**config.mk**
```make
export PLATFORM = sky130hd
export DESIGN_NAME = serial_result_tx
export DESIGN_NICKNAME = d
export VERILOG_FILES = /design/src/rtl/srt_pkg.sv /design/src/rtl/srt_timer.sv /design/src/rtl/srt_shifter.sv /design/src/rtl/srt_ctrl.sv /design/src/rtl/serial_result_tx.sv
export SDC_FILE = /design/constraint.sdc
export NUM_CORES = 1
export LEC_CHECK = 0
export ABC_CLOCK_PERIOD_IN_PS = 5800
export BUFFER_PORTS_ARGS = -buffer_cell sky130_fd_sc_hd__buf_2
export CAP_MARGIN = 40
export CORE_ASPECT_RATIO = 1.4
export CORE_MARGIN = 1
export CORE_UTILIZATION = 45
export CTS_CLUSTER_SIZE = 20
export DETAILED_ROUTE_END_ITERATION = 10
export GPL_ROUTABILITY_DRIVEN = 1
export PLACE_DENSITY_LB_ADDON = 0.1
export SETUP_SLACK_MARGIN = 0.1
export SYNTH_ARGS = -nofsm -noshare
export SYNTH_HDL_FRONTEND = slang
export SYNTH_SLANG_ARGS = --single-unit
export TNS_END_PERCENT = 5
```
**constraint.sdc**
```tcl
create_clock -name clk -period 5.8 [get_ports clk]
set_clock_uncertainty 0.05 [all_clocks]
set_input_delay 1.16 -clock clk [delete_from_list [all_inputs] [get_ports clk]]
set_output_delay 1.16 -clock clk [all_outputs]
set_load 0.05 [all_outputs]
```
**src/rtl/srt_pkg.sv**
```systemverilog
package srt_pkg;

    localparam int DATA_W   = 16;
    localparam int BYTE_W   = 8;
    localparam int CFG_W    = 8;
    localparam int TICK_W   = 12;
    localparam int BITCNT_W = $clog2(BYTE_W);

    localparam int PER_BASE = 30;
    localparam int PER_STEP = 8;
    localparam int GAP_BASE = 10;
    localparam int GAP_STEP = 4;

    typedef enum logic [2:0] {
        ST_IDLE,
        ST_ACQ,
        ST_BIT,
        ST_GAP,
        ST_SETUP
    } srt_state_e;

    typedef struct packed {
        logic              load;
        logic [TICK_W-1:0] value;
    } timer_cmd_t;

    typedef struct packed {
        logic load_word;
        logic present;
        logic clear;
    } shift_cmd_t;

    function automatic logic [TICK_W-1:0] period_ticks(input logic [CFG_W-1:0] rate);
        return TICK_W'(PER_BASE + PER_STEP * int'(rate));
    endfunction

    function automatic logic [TICK_W-1:0] active_ticks(input logic [CFG_W-1:0] rate);
        logic [TICK_W-1:0] p;
        p = period_ticks(rate);
        return p >> 1;
    endfunction

    function automatic logic [TICK_W-1:0] rest_ticks(input logic [CFG_W-1:0] rate);
        logic [TICK_W-1:0] p;
        p = period_ticks(rate);
        return p - (p >> 1);
    endfunction

    function automatic logic [TICK_W-1:0] gap_ticks(input logic [CFG_W-1:0] gap);
        return TICK_W'(GAP_BASE + GAP_STEP * int'(gap));
    endfunction

endpackage

```
**src/rtl/srt_timer.sv**
```systemverilog
module srt_timer
    import srt_pkg::*;
(
    input  logic       clk,
    input  logic       rst,
    input  logic       tick_en,
    input  timer_cmd_t cmd,
    output logic       expire
);

    logic [TICK_W-1:0] cnt;

    always_ff @(posedge clk) begin
        if (rst) begin
            cnt <= '0;
        end else if (cmd.load) begin
            cnt <= cmd.value;
        end else if (tick_en && cnt != '0) begin
            cnt <= cnt - 1'b1;
        end
    end

    assign expire = tick_en && (cnt == TICK_W'(1));

    // the count must not move between tick_en pulses
    assert_hold_without_tick_R4: assert property (@(posedge clk) disable iff (rst)
        (!tick_en && !cmd.load) |=> $stable(cnt));

endmodule

```
**src/rtl/srt_shifter.sv**
```systemverilog
module srt_shifter
    import srt_pkg::*;
(
    input  logic              clk,
    input  logic              rst,
    input  shift_cmd_t        cmd,
    input  logic [DATA_W-1:0] word,
    output logic              sdo
);

    logic [DATA_W-1:0] shreg;

    always_ff @(posedge clk) begin
        if (rst) begin
            shreg <= '0;
            sdo   <= 1'b0;
        end else if (cmd.load_word) begin
            sdo   <= word[DATA_W-1];
            shreg <= word << 1;
        end else if (cmd.present) begin
            sdo   <= shreg[DATA_W-1];
            shreg <= shreg << 1;
        end else if (cmd.clear) begin
            sdo   <= 1'b0;
        end
    end

    // a cleared line reads low on the next cycle
    assert_sdo_cleared_R8: assert property (@(posedge clk) disable iff (rst)
        (cmd.clear && !cmd.load_word && !cmd.present) |=> !sdo);

endmodule

```
**src/rtl/srt_ctrl.sv**
```systemverilog
module srt_ctrl
    import srt_pkg::*;
(
    input  logic             clk,
    input  logic             rst,
    input  logic             req_n,
    input  logic             meas_done,
    input  logic [CFG_W-1:0] cfg_rate,
    input  logic [CFG_W-1:0] cfg_gap,
    input  logic             tmr_expire,
    output timer_cmd_t       tmr_cmd,
    output shift_cmd_t       sh_cmd,
    output logic             clk_active,
    output logic             drdy_n,
    output logic             meas_start,
    output logic             setup_mode
);

    srt_state_e            state_q, state_d;
    logic [BITCNT_W-1:0]   bits_q, bits_d;
    logic                  hi_q, hi_d;
    logic                  act_q, act_d;
    logic                  drdy_q, drdy_d;
    logic                  start_q, start_d;
    logic                  setup_q, setup_d;

    always_comb begin
        state_d       = state_q;
        bits_d        = bits_q;
        hi_d          = hi_q;
        act_d         = act_q;
        drdy_d        = drdy_q;
        start_d       = 1'b0;
        setup_d       = setup_q;
        tmr_cmd.load  = 1'b0;
        tmr_cmd.value = '0;
        sh_cmd        = '0;

        unique case (state_q)
            ST_IDLE: begin
                if (!req_n) begin
                    start_d = 1'b1;
                    state_d = ST_ACQ;
                end
            end
            ST_ACQ: begin
                if (meas_done) begin
                    if (!req_n) begin
                        setup_d = 1'b1;
                        state_d = ST_SETUP;
                    end else begin
                        sh_cmd.load_word = 1'b1;
                        act_d            = 1'b1;
                        drdy_d           = 1'b0;
                        bits_d           = BITCNT_W'(BYTE_W - 1);
                        hi_d             = 1'b1;
                        tmr_cmd.load     = 1'b1;
                        tmr_cmd.value    = active_ticks(cfg_rate);
                        state_d          = ST_BIT;
                    end
                end
            end
            ST_BIT: begin
                if (tmr_expire) begin
                    if (act_q) begin
                        act_d         = 1'b0;
                        tmr_cmd.load  = 1'b1;
                        tmr_cmd.value = rest_ticks(cfg_rate);
                    end else if (bits_q != '0) begin
                        bits_d         = bits_q - 1'b1;
                        act_d          = 1'b1;
                        sh_cmd.present = 1'b1;
                        tmr_cmd.load   = 1'b1;
                        tmr_cmd.value  = active_ticks(cfg_rate);
                    end else if (hi_q) begin
                        hi_d          = 1'b0;
                        sh_cmd.clear  = 1'b1;
                        tmr_cmd.load  = 1'b1;
                        tmr_cmd.value = gap_ticks(cfg_gap);
                        state_d       = ST_GAP;
                    end else begin
                        sh_cmd.clear = 1'b1;
                        drdy_d       = 1'b1;
                        state_d      = ST_IDLE;
                    end
                end
            end
            ST_GAP: begin
                if (tmr_expire) begin
                    bits_d         = BITCNT_W'(BYTE_W - 1);
                    act_d          = 1'b1;
                    sh_cmd.present = 1'b1;
                    tmr_cmd.load   = 1'b1;
                    tmr_cmd.value  = active_ticks(cfg_rate);
                    state_d        = ST_BIT;
                end
            end
            ST_SETUP: begin
                state_d = ST_SETUP;
            end
            default: state_d = ST_IDLE;
        endcase
    end

    always_ff @(posedge clk) begin
        if (rst) begin
            state_q <= ST_IDLE;
            bits_q  <= '0;
            hi_q    <= 1'b0;
            act_q   <= 1'b0;
            drdy_q  <= 1'b1;
            start_q <= 1'b0;
            setup_q <= 1'b0;
        end else begin
            state_q <= state_d;
            bits_q  <= bits_d;
            hi_q    <= hi_d;
            act_q   <= act_d;
            drdy_q  <= drdy_d;
            start_q <= start_d;
            setup_q <= setup_d;
        end
    end

    assign clk_active = act_q;
    assign drdy_n     = drdy_q;
    assign meas_start = start_q;
    assign setup_mode = setup_q;

    // the start strobe is a single cycle
    assert_start_single_R2: assert property (@(posedge clk) disable iff (rst)
        meas_start |=> !meas_start);

    // the frame is released while waiting or idle
    assert_frame_released_R9: assert property (@(posedge clk) disable iff (rst)
        (state_q == ST_IDLE || state_q == ST_ACQ) |-> drdy_n);

    // setup mode is sticky and silent
    assert_setup_sticky_R10: assert property (@(posedge clk) disable iff (rst)
        setup_mode |=> setup_mode);
    assert_setup_quiet_R10: assert property (@(posedge clk) disable iff (rst)
        setup_mode |-> (drdy_n && !clk_active && !meas_start));

endmodule

```
**src/rtl/serial_result_tx.sv**
```systemverilog
module serial_result_tx
    import srt_pkg::*;
(
    input  logic              clk,
    input  logic              rst,
    input  logic              tick_en,
    input  logic              req_n,
    input  logic [CFG_W-1:0]  cfg_rate,
    input  logic [CFG_W-1:0]  cfg_gap,
    input  logic              cfg_idle_high,
    input  logic [DATA_W-1:0] meas_data,
    input  logic              meas_done,
    output logic              meas_start,
    output logic              sclk,
    output logic              sdo,
    output logic              drdy_n,
    output logic              setup_mode
);

    timer_cmd_t tmr_cmd;
    shift_cmd_t sh_cmd;
    logic       tmr_expire;
    logic       clk_active;

    srt_timer u_timer (
        .clk     (clk),
        .rst     (rst),
        .tick_en (tick_en),
        .cmd     (tmr_cmd),
        .expire  (tmr_expire)
    );

    srt_shifter u_shifter (
        .clk  (clk),
        .rst  (rst),
        .cmd  (sh_cmd),
        .word (meas_data),
        .sdo  (sdo)
    );

    srt_ctrl u_ctrl (
        .clk        (clk),
        .rst        (rst),
        .req_n      (req_n),
        .meas_done  (meas_done),
        .cfg_rate   (cfg_rate),
        .cfg_gap    (cfg_gap),
        .tmr_expire (tmr_expire),
        .tmr_cmd    (tmr_cmd),
        .sh_cmd     (sh_cmd),
        .clk_active (clk_active),
        .drdy_n     (drdy_n),
        .meas_start (meas_start),
        .setup_mode (setup_mode)
    );

    assign sclk = clk_active ^ cfg_idle_high;

    // the clock leaves its rest level only inside a frame
    assert_rest_level_R7: assert property (@(posedge clk) disable iff (rst)
        drdy_n |-> (sclk == cfg_idle_high));

    // no data on the line outside a frame
    assert_sdo_quiet_R8: assert property (@(posedge clk) disable iff (rst)
        drdy_n |-> !sdo);

endmodule

```
==> results of run 1 <==
[per-layer routing]
layer	GRT usage	wire, um	part of all wire
met2	0.459	4490	0.51
met5	0	0	0
met4	0.124	364	0.042
met3	0.0301	321	0.037
met1	0.272	3570	0.41
[where the power goes]
part | internal, mW | switching [mW] | leakage, nW
sequential | 0.317 | 0.0700 | 0.318
combinational | 0.233 | 0.349 | 0.955
clock | 0.139 | 0.102 | 0.0612
total | 0.689 | 0.522 | 1.33
[sequential cells by signal, summed over array words and instances (netlist names)]
signal and flops:
u_ctrl.meas_start 1, u_shifter.sdo 1, u_ctrl.clk_active 1, u_ctrl.bits_q 3
u_ctrl.drdy_n 1, u_timer.cnt 12, u_ctrl.setup_mode 1, u_ctrl.hi_q 1
u_ctrl.state_q 3, u_shifter.shreg 15
[final timing paths]
path                                                         to  cells after the start  slack (ns)
worst max-delay path               u_timer.cnt[11]$_SDFFE_PP0P_                     13        1.96
worst min-delay path            u_shifter.shreg[9]$_SDFFE_PP0P_                      2        0.43
worst max register to register      u_timer.cnt[2]$_SDFFE_PP0P_                      6        3.14
worst min register to register  u_shifter.shreg[9]$_SDFFE_PP0P_                      2        0.43
[stage by stage]
stage / cell area (um^2) / std cells / worst slack [ns]
2_1_floorplan: 3100 / 406 / 1.90
4_1_cts: 3460 / 529 / 1.94
3_5_place_dp: 3340 / 521 / 1.64
5_1_grt: 3460 / 529 / 1.63
6_report: 3460 / 529 / 1.96
3_3_place_gp: 3330 / 520 / 1.76
[cells in the final DEF (no fill, tap or decap), drive strengths merged, types with 11 or more instances in the layout]
| master | count |
|---|---|
| buf | 43 |
| nor2 | 38 |
| ha | 14 |
| inv | 21 |
| dfxtp | 39 |
| nand2 | 49 |
| a311oi | 17 |
| a21oi | 32 |
| o21ai | 27 |
| xor2 | 11 |
| nor3 | 12 |
[cell type report]
type                       instances  area [um^2]  share of cell area
multi-input combinational        326         2150               0.622
clock inverter                     2         35.0              0.0101
inverter                          21         78.8              0.0228
tap                               92          115              0.0333
timing repair buffer              43          215              0.0623
clock buffer                       6         82.6              0.0239
sequential                        39          781               0.226
[cells by family (layout without fill, tap and decap cells)]
family                     after synthesis  after routing  synth area share
AOI/OAI and AO/OA                      133            133             0.302
xor gates and xnor gates                21             21            0.0592
adders and majority gates               14             14            0.0564
buffers and inverters                   41             72            0.0564
DFF                                     39             39             0.252
muxes                                    4              4            0.0137
and+or+nand+nor                        154            154             0.261
[critical path, stage by stage]
cell      delay, ns
buf_2          0.17
inv_1          0.08
ha_1           0.29
nor3_1         0.25
xor2_1         0.30
inv_1          0.12
ha_1           0.40
a21oi_1        0.16
o21ai_0        0.30
nand2b_1       0.18
o221ai_1       0.13
o311ai_1       0.30
a21oi_1        0.10
==> results.yml, run 1 <==
outcome:
  status: "completed"
setup_path:
  reg2reg_from: "u_ctrl.clk_active$_SDFFE_PP0P_"
  worstSetupStartpointType: "primary input"
  crit_type: "primary input to register"
  required_ns: 5.90
  crit_start: "cfg_rate[0]"
  crit_path_end_kind: "register"
  crit_arrival_ns: 3.94
  crit_fanout: 10
synth:
  synth_area_leader_cell: "dfxtp_1"
  synth_ff_type: "dfxtp_1"
  yosys_register_bits: 39
  synth_top_area_frac: 0.252
  synth.area.top_cells: "dfxtp_1 25%, nand2_1 5.8%, ha_1 5.6%"
  syn_area_per_cell_um2: 7.65
  synth_edf_count: 0
  postSynthCellCount: 406
  synth_common_cells: "48 x nand2_1, 39 x dfxtp_1, 38 x nor2_1, 31 x a21oi_1, 21 x inv_1"
  synth_cell_types: 75
  async_reset_ff_frac: 0
  yosysSeqAreaShare: 0.252
  postSynthNetCount: 458
  yosysWarnings: 0
  syn-cell-area_um2: 3100
  synth_most_common_cell: "nand2_1"
clock_tree:
  cts_hold_buf: 0
  cts_tree: "built"
  cts_resized: 0
  clock_latency_ns: 0.29
  cts_buffer_depth: 2
  ctsHtreeMaxLevel: 2
  cts.sinks: 39
  clk_pin_slew_worst_paths_ns: 0.09
  cts_buffers: 5
  cts-root-buf: "clkbuf_8"
  postCtsSetupBuffers: 0
timing:
  setup_viol: 0
  rsz0062_at_grt: "no"
  worst_pin_slew_ns: 0.814
  finalSetupTns_ns: 0
  slew_viol_final: 0
  slew-limit-headroom: 0.457
  finalHoldViolCount: 0
  fin_crit_sh: 0.663
  holdWs_ns: 0.429
  fin_crit_ns: 3.84
  fmax_mhz: 260
routing:
  totalWireLength_um: 8740
  drt_first_pass_iters: 4
  drtAntennaViolNets: 0
  drt_iter0_markers: 177
  via_per_inst: 6.04
  route.detailed.drc: 0
  via_count: 3193
  post_drt_wl_per_cell_um: 16.5
floorplan:
  rows: 35
  die_x_um: 72.2
  io_pins: 43
  dieArea_um2: 7240
  core_um2: 6610
  start_util: 0.469
  die_h_um: 100
run:
  cap_violations: 0
grt:
  gr-total-overflow: 0
  grt_pass1_wl_um: 14200
  grt_use_total: 0.248
  antenna_found_initial: 0
  grt_pass1_vias: 3038
  grt_max_degree: 40
power:
  power_mw: 1.21
  leakage_nw: 1.33
  peakVddDrop_mv: 0.180
  p_per_area_nw_per_um2: 350
placement:
  io_buffers: 42
  gp_congestion: 0.878
  dp_hpwl_um: 6560
finish:
  fin_util: 0.523
  area_growth_pct: 11.3
  diodes: 0
  nNetsFinal: 488
  layout-drive-gt1-share: 0.153
  n_fill_cell: 685
min_path:
  hp-start: "u_shifter.shreg[8]$_SDFFE_PP0P_"
  min-delay-path-class: "register to register"
Power figures use the tool's default switching activity.
==> run 2: changes to the inputs <==
--- a/config.mk
+++ b/config.mk
@@ -5,7 +5,7 @@
 export SDC_FILE = /design/constraint.sdc
 export NUM_CORES = 1
 export LEC_CHECK = 0
-export ABC_CLOCK_PERIOD_IN_PS = 5800
+export ABC_CLOCK_PERIOD_IN_PS = 4000
 export BUFFER_PORTS_ARGS = -buffer_cell sky130_fd_sc_hd__buf_2
 export CAP_MARGIN = 40
 export CORE_ASPECT_RATIO = 1.4
==> constraint.sdc (replaced) <==
create_clock -name clk -period 4 [get_ports clk]
set_clock_uncertainty 0.05 [all_clocks]
set_input_delay 0.8 -clock clk [delete_from_list [all_inputs] [get_ports clk]]
set_output_delay 0.8 -clock clk [all_outputs]
set_load 0.05 [all_outputs]
==> results.yml, run 2 (same netlist as run 1, synthesis figures left out) <==
outcome:
  status: "completed"
power:
  power_mw: 1.76
  leakage_nw: 1.34
  p_per_area_nw_per_um2: 507
  peakVddDrop_mv: 0.243
floorplan:
  start_util: 0.469
  die_x_um: 72.2
  io_pins: 43
  die_h_um: 100
  dieArea_um2: 7240
  core_um2: 6610
  rows: 35
clock_tree:
  cts-root-buf: "clkbuf_8"
  cts_buffer_depth: 2
  postCtsSetupBuffers: 0
  ctsHtreeMaxLevel: 2
  cts.sinks: 39
  cts_tree: "built"
  cts_buffers: 5
  cts_resized: 0
  cts_hold_buf: 0
  clock_latency_ns: 0.30
  clk_pin_slew_worst_paths_ns: 0.08
finish:
  layout-drive-gt1-share: 0.155
  finalNonFillerCells: 530
  largest_reg_flops: 15
  nNetsFinal: 489
  fin_util: 0.524
  area_growth_pct: 11.6
  layout_commonest_cell: "nand2_1"
  reg.largest.list: "u_shifter.shreg x15, u_timer.cnt x12"
  mostFrequentLayoutCells: "48 x nand2_1, 43 x buf_2, 39 x dfxtp_1, 38 x nor2_1, 31 x a21oi_1"
  diodes: 0
  largest_register: "u_shifter.shreg"
  final_area_um2: 3460
grt:
  antenna_found_initial: 0
  grt_pass1_vias: 3102
  grt_pass1_wl_um: 14300
  grt_max_degree: 40
  grt_use_total: 0.251
  gr-total-overflow: 0
routing:
  via_per_inst: 5.93
  drt_iter0_markers: 147
  drtAntennaViolNets: 0
  drt_first_pass_iters: 4
  route.detailed.drc: 0
  totalWireLength_um: 8750
  post_drt_wl_per_cell_um: 16.5
  via_count: 3141
timing:
  rsz0062_at_grt: "no"
  slew_viol_final: 0
  fin_crit_sh: 0.868
  setup_viol: 0
  setup_ws_ns: 0.529
  finalSetupTns_ns: 0
  fmax_mhz: 288
  fin_crit_ns: 3.47
  worst_pin_slew_ns: 0.809
  finalHoldViolCount: 0
  holdWs_ns: 0.432
  slew-limit-headroom: 0.460
placement:
  dp_hpwl_um: 6570
  gp_congestion: 0.872
  dp.cells: 522
  placed_area_um2: 3350
  post-place-ws_ns: 0.237
  io_buffers: 42
setup_path:
  crit_fanout: 10
  r2r_slack_ns: 1.33
  reg2regPathDepth: 8
  crit_arrival_ns: 3.58
  timing.rr.end: "u_timer.cnt[2]$_SDFFE_PP0P_"
  required_ns: 4.10
  cp_slowest_cell: "ha_1"
  endpoint: "u_timer.cnt[11]$_SDFFE_PP0P_"
  slowest_delay_ns: 0.40
  cp_cell_sequence: "buf_2 -> inv_1 -> ha_1 -> nor3_1 -> xor2_1 -> inv_1 -> ha_1 -> a21oi_1 -> o21ai_0 -> nand2b_1 -> o221ai_1 -> o311ai_1 -> a21oi_1"
  crit_type: "primary input to register"
  crit_path_end_kind: "register"
  crit_start: "cfg_rate[0]"
  worstSetupStartpointType: "primary input"
  reg2reg_from: "u_ctrl.bits_q[0]$_SDFFE_PP0P_"
min_path:
  min-delay-path-class: "register to register"
run:
  cap_violations: 0
## run 2: cell count changes in the layout (fill, tap and decap cells not counted)
cell,delta
buf_4,+1
## run 2: worst max-delay path: cells and delay by family
kind / cells / cell delay, ns
AOI/OAI and AO/OA: 5 / 0.99
xor gates and xnor gates: 1 / 0.30
adders and majority gates: 2 / 0.69
buffers and inverters: 3 / 0.37
and+or+nand+nor: 2 / 0.43
## run 2: worst min-delay path by stage
stage | to | from | cells after the start | slack, ns
floorplan | u_ctrl.bits_q[0]$_SDFFE_PP0P_ | u_ctrl.bits_q[0]$_SDFFE_PP0P_ | 1 | 0.40
global placement | u_ctrl.bits_q[0]$_SDFFE_PP0P_ | u_ctrl.bits_q[0]$_SDFFE_PP0P_ | 1 | 0.41
detailed placement | u_ctrl.bits_q[0]$_SDFFE_PP0P_ | u_ctrl.bits_q[0]$_SDFFE_PP0P_ | 1 | 0.42
CTS | u_ctrl.bits_q[0]$_SDFFE_PP0P_ | u_ctrl.bits_q[0]$_SDFFE_PP0P_ | 1 | 0.43
global route | u_shifter.shreg[3]$_SDFFE_PP0P_ | u_shifter.shreg[2]$_SDFFE_PP0P_ | 2 | 0.45
finish | u_ctrl.bits_q[0]$_SDFFE_PP0P_ | u_ctrl.bits_q[0]$_SDFFE_PP0P_ | 1 | 0.43
## run 2: cell type report
cell class	count	area (um^2)
clock buffers	6	82.6
clock inverters	2	35.0
fillers	686	3150
inverters	21	78.8
multi-input cells	326	2150
flip-flops and latches	39	781
well taps	92	115
repair buffers	44	223
## run 2: where the power goes
group          switching (mW)  internal (mW)  total [mW]
logic                   0.506          0.341       0.848
registers              0.0999          0.459       0.559
clock network           0.148          0.202       0.350
total                   0.754           1.00        1.76
## run 2: metal layers
layer / GRT usage / up-vias / routed length [um]
met5: 0 / - / 0
met4: 0.139 / 0 / 345
met3: 0.0402 / 26 / 309
met2: 0.458 / 72 / 4630
met1: 0.271 / 1463 / 3460
li1: - / 1580 / -
==> run 3: changes to the inputs <==
--- a/config.mk
+++ b/config.mk
@@ -14,6 +14,7 @@
 export CTS_CLUSTER_SIZE = 20
 export DETAILED_ROUTE_END_ITERATION = 10
 export GPL_ROUTABILITY_DRIVEN = 1
+export MAX_ROUTING_LAYER = met4
 export PLACE_DENSITY_LB_ADDON = 0.1
 export SETUP_SLACK_MARGIN = 0.1
 export SYNTH_ARGS = -nofsm -noshare
==> constraint.sdc (replaced) <==
create_clock -name clk -period 4 [get_ports clk]
set_clock_uncertainty 0.05 [all_clocks]
set_input_delay 0.6 -clock clk [delete_from_list [all_inputs] [get_ports clk]]
set_output_delay 0.6 -clock clk [all_outputs]
set_load 0.05 [all_outputs]
==> results.yml, run 3 (same netlist as run 1, synthesis figures left out) <==
outcome:
  status: "completed"
timing:
  fin_crit_sh: 0.821
  slew_viol_final: 0
  slew-limit-headroom: 0.457
  finalSetupTns_ns: 0
  worst_pin_slew_ns: 0.815
  setup_viol: 0
  fin_crit_ns: 3.28
  rsz0062_at_grt: "no"
  finalHoldViolCount: 0
  fmax_mhz: 305
grt:
  grt_use_total: 0.255
  grt_pass1_vias: 3144
  antenna_found_initial: 0
  gr-total-overflow: 0
  grt_max_degree: 40
  grt_pass1_wl_um: 14100
power:
  swShare: 0.419
  p_seq_frac: 0.311
  peakVddDrop_mv: 0.255
  pwr-share-comb: 0.467
  p_clk_frac: 0.222
  leakage_nw: 1.34
  power_switching_uw: 755
  p_per_area_nw_per_um2: 519
  p_int_mw: 1.05
routing:
  route.detailed.drc: 0
  via_count: 3162
  drt_first_pass_iters: 4
  totalWireLength_um: 8690
  drt_iter0_markers: 164
  post_drt_wl_per_cell_um: 16.4
  drtAntennaViolNets: 0
  via_per_inst: 5.98
setup_path:
  crit_type: "primary input to register"
  crit_fanout: 10
  crit_path_end_kind: "register"
  crit_arrival_ns: 3.39
  worstSetupStartpointType: "primary input"
  required_ns: 4.11
finish:
  multi_input_area_um2: 2150
  area_growth_pct: 11.8
  largest_register: "u_shifter.shreg"
  seq_area_um2: 781
  diodes: 0
  nNetsFinal: 488
  largest_reg_flops: 15
  reg.largest.list: "u_shifter.shreg x15, u_timer.cnt x12"
  mostFrequentLayoutCells: "48 x nand2_1, 43 x buf_2, 39 x dfxtp_1, 38 x nor2_1, 31 x a21oi_1"
  final_area_um2: 3470
  layout_commonest_cell: "nand2_1"
  n_fill_cell: 671
  layout-drive-gt1-share: 0.151
clock_tree:
  cts_hold_buf: 0
  postCtsSetupBuffers: 0
  cts-root-buf: "clkbuf_8"
  clock_latency_ns: 0.30
  ctsHtreeMaxLevel: 2
  cts_resized: 0
  cts_buffer_depth: 2
  cts_tree: "built"
  cts.sinks: 39
  clk_pin_slew_worst_paths_ns: 0.08
  cts_buffers: 5
floorplan:
  core_um2: 6610
  rows: 35
  die_x_um: 72.2
  start_util: 0.469
  die_h_um: 100
  dieArea_um2: 7240
  io_pins: 43
placement:
  dp_hpwl_um: 6550
  placed_area_um2: 3340
  io_buffers: 42
  gp_congestion: 0.895
run:
  cap_violations: 0
min_path:
  min-delay-path-class: "register to register"
[run 3: worst max-delay path: stages]
cell,delay [ns]
buf_2,0.17
inv_1,0.08
ha_1,0.29
nor3_1,0.25
xor2_1,0.29
inv_1,0.12
ha_1,0.40
a21oi_1,0.16
o21ai_0,0.30
nand2b_1,0.18
o221ai_1,0.12
o311ai_1,0.31
a21oi_1,0.10
[run 3: through the flow]
step	hold slack (ns)	setup WS [ns]	utilization	std cells	total power, mW
after floorplan	0.398	0.659	-	406	1.20
after global placement	0.410	0.532	0.504	520	1.39
after detailed placement	0.420	0.409	0.505	521	1.40
after CTS	0.436	0.727	0.525	529	1.80
after global routing	0.458	0.296	0.525	529	1.93
final	0.431	0.717	0.525	529	1.80
[run 3: power by group through the flow]
stage | clock network (mW) | registers (mW) | logic, mW
final | 0.400 | 0.560 | 0.842
after global routing | 0.424 | 0.572 | 0.931
after CTS | 0.409 | 0.557 | 0.839
after detailed placement | 0 | 0.566 | 0.833
after global placement | 0 | 0.565 | 0.824
after floorplan | 0 | 0.541 | 0.662
[run 3: routing by layer]
metal / share of wire / global-route usage
met2: 0.52 / 0.454
met3: 0.037 / 0.0422
met4: 0.043 / 0.148
met1: 0.40 / 0.260
met5: 0 / -
[run 3: area by class of cell]
cell class | count | share of cell area
clock inverter | 2 | 0.0173
multi-input combinational | 326 | 0.619
tap | 92 | 0.0332
sequential | 39 | 0.225
inverter | 21 | 0.0227
timing repair buffer | 43 | 0.0620
clock buffer | 6 | 0.0209
[run 3: final timing paths]
kind / start / to / slack, ns / cells past startpoint
worst max-delay path: cfg_rate[0] / u_timer.cnt[11]$_SDFFE_PP0P_ / 0.72 / 13
worst min-delay path: u_shifter.shreg[13]$_SDFFE_PP0P_ / u_shifter.shreg[14]$_SDFFE_PP0P_ / 0.43 / 2
worst max register to register: u_ctrl.bits_q[0]$_SDFFE_PP0P_ / u_timer.cnt[2]$_SDFFE_PP0P_ / 1.31 / 8
worst min register to register: u_shifter.shreg[13]$_SDFFE_PP0P_ / u_shifter.shreg[14]$_SDFFE_PP0P_ / 0.43 / 2
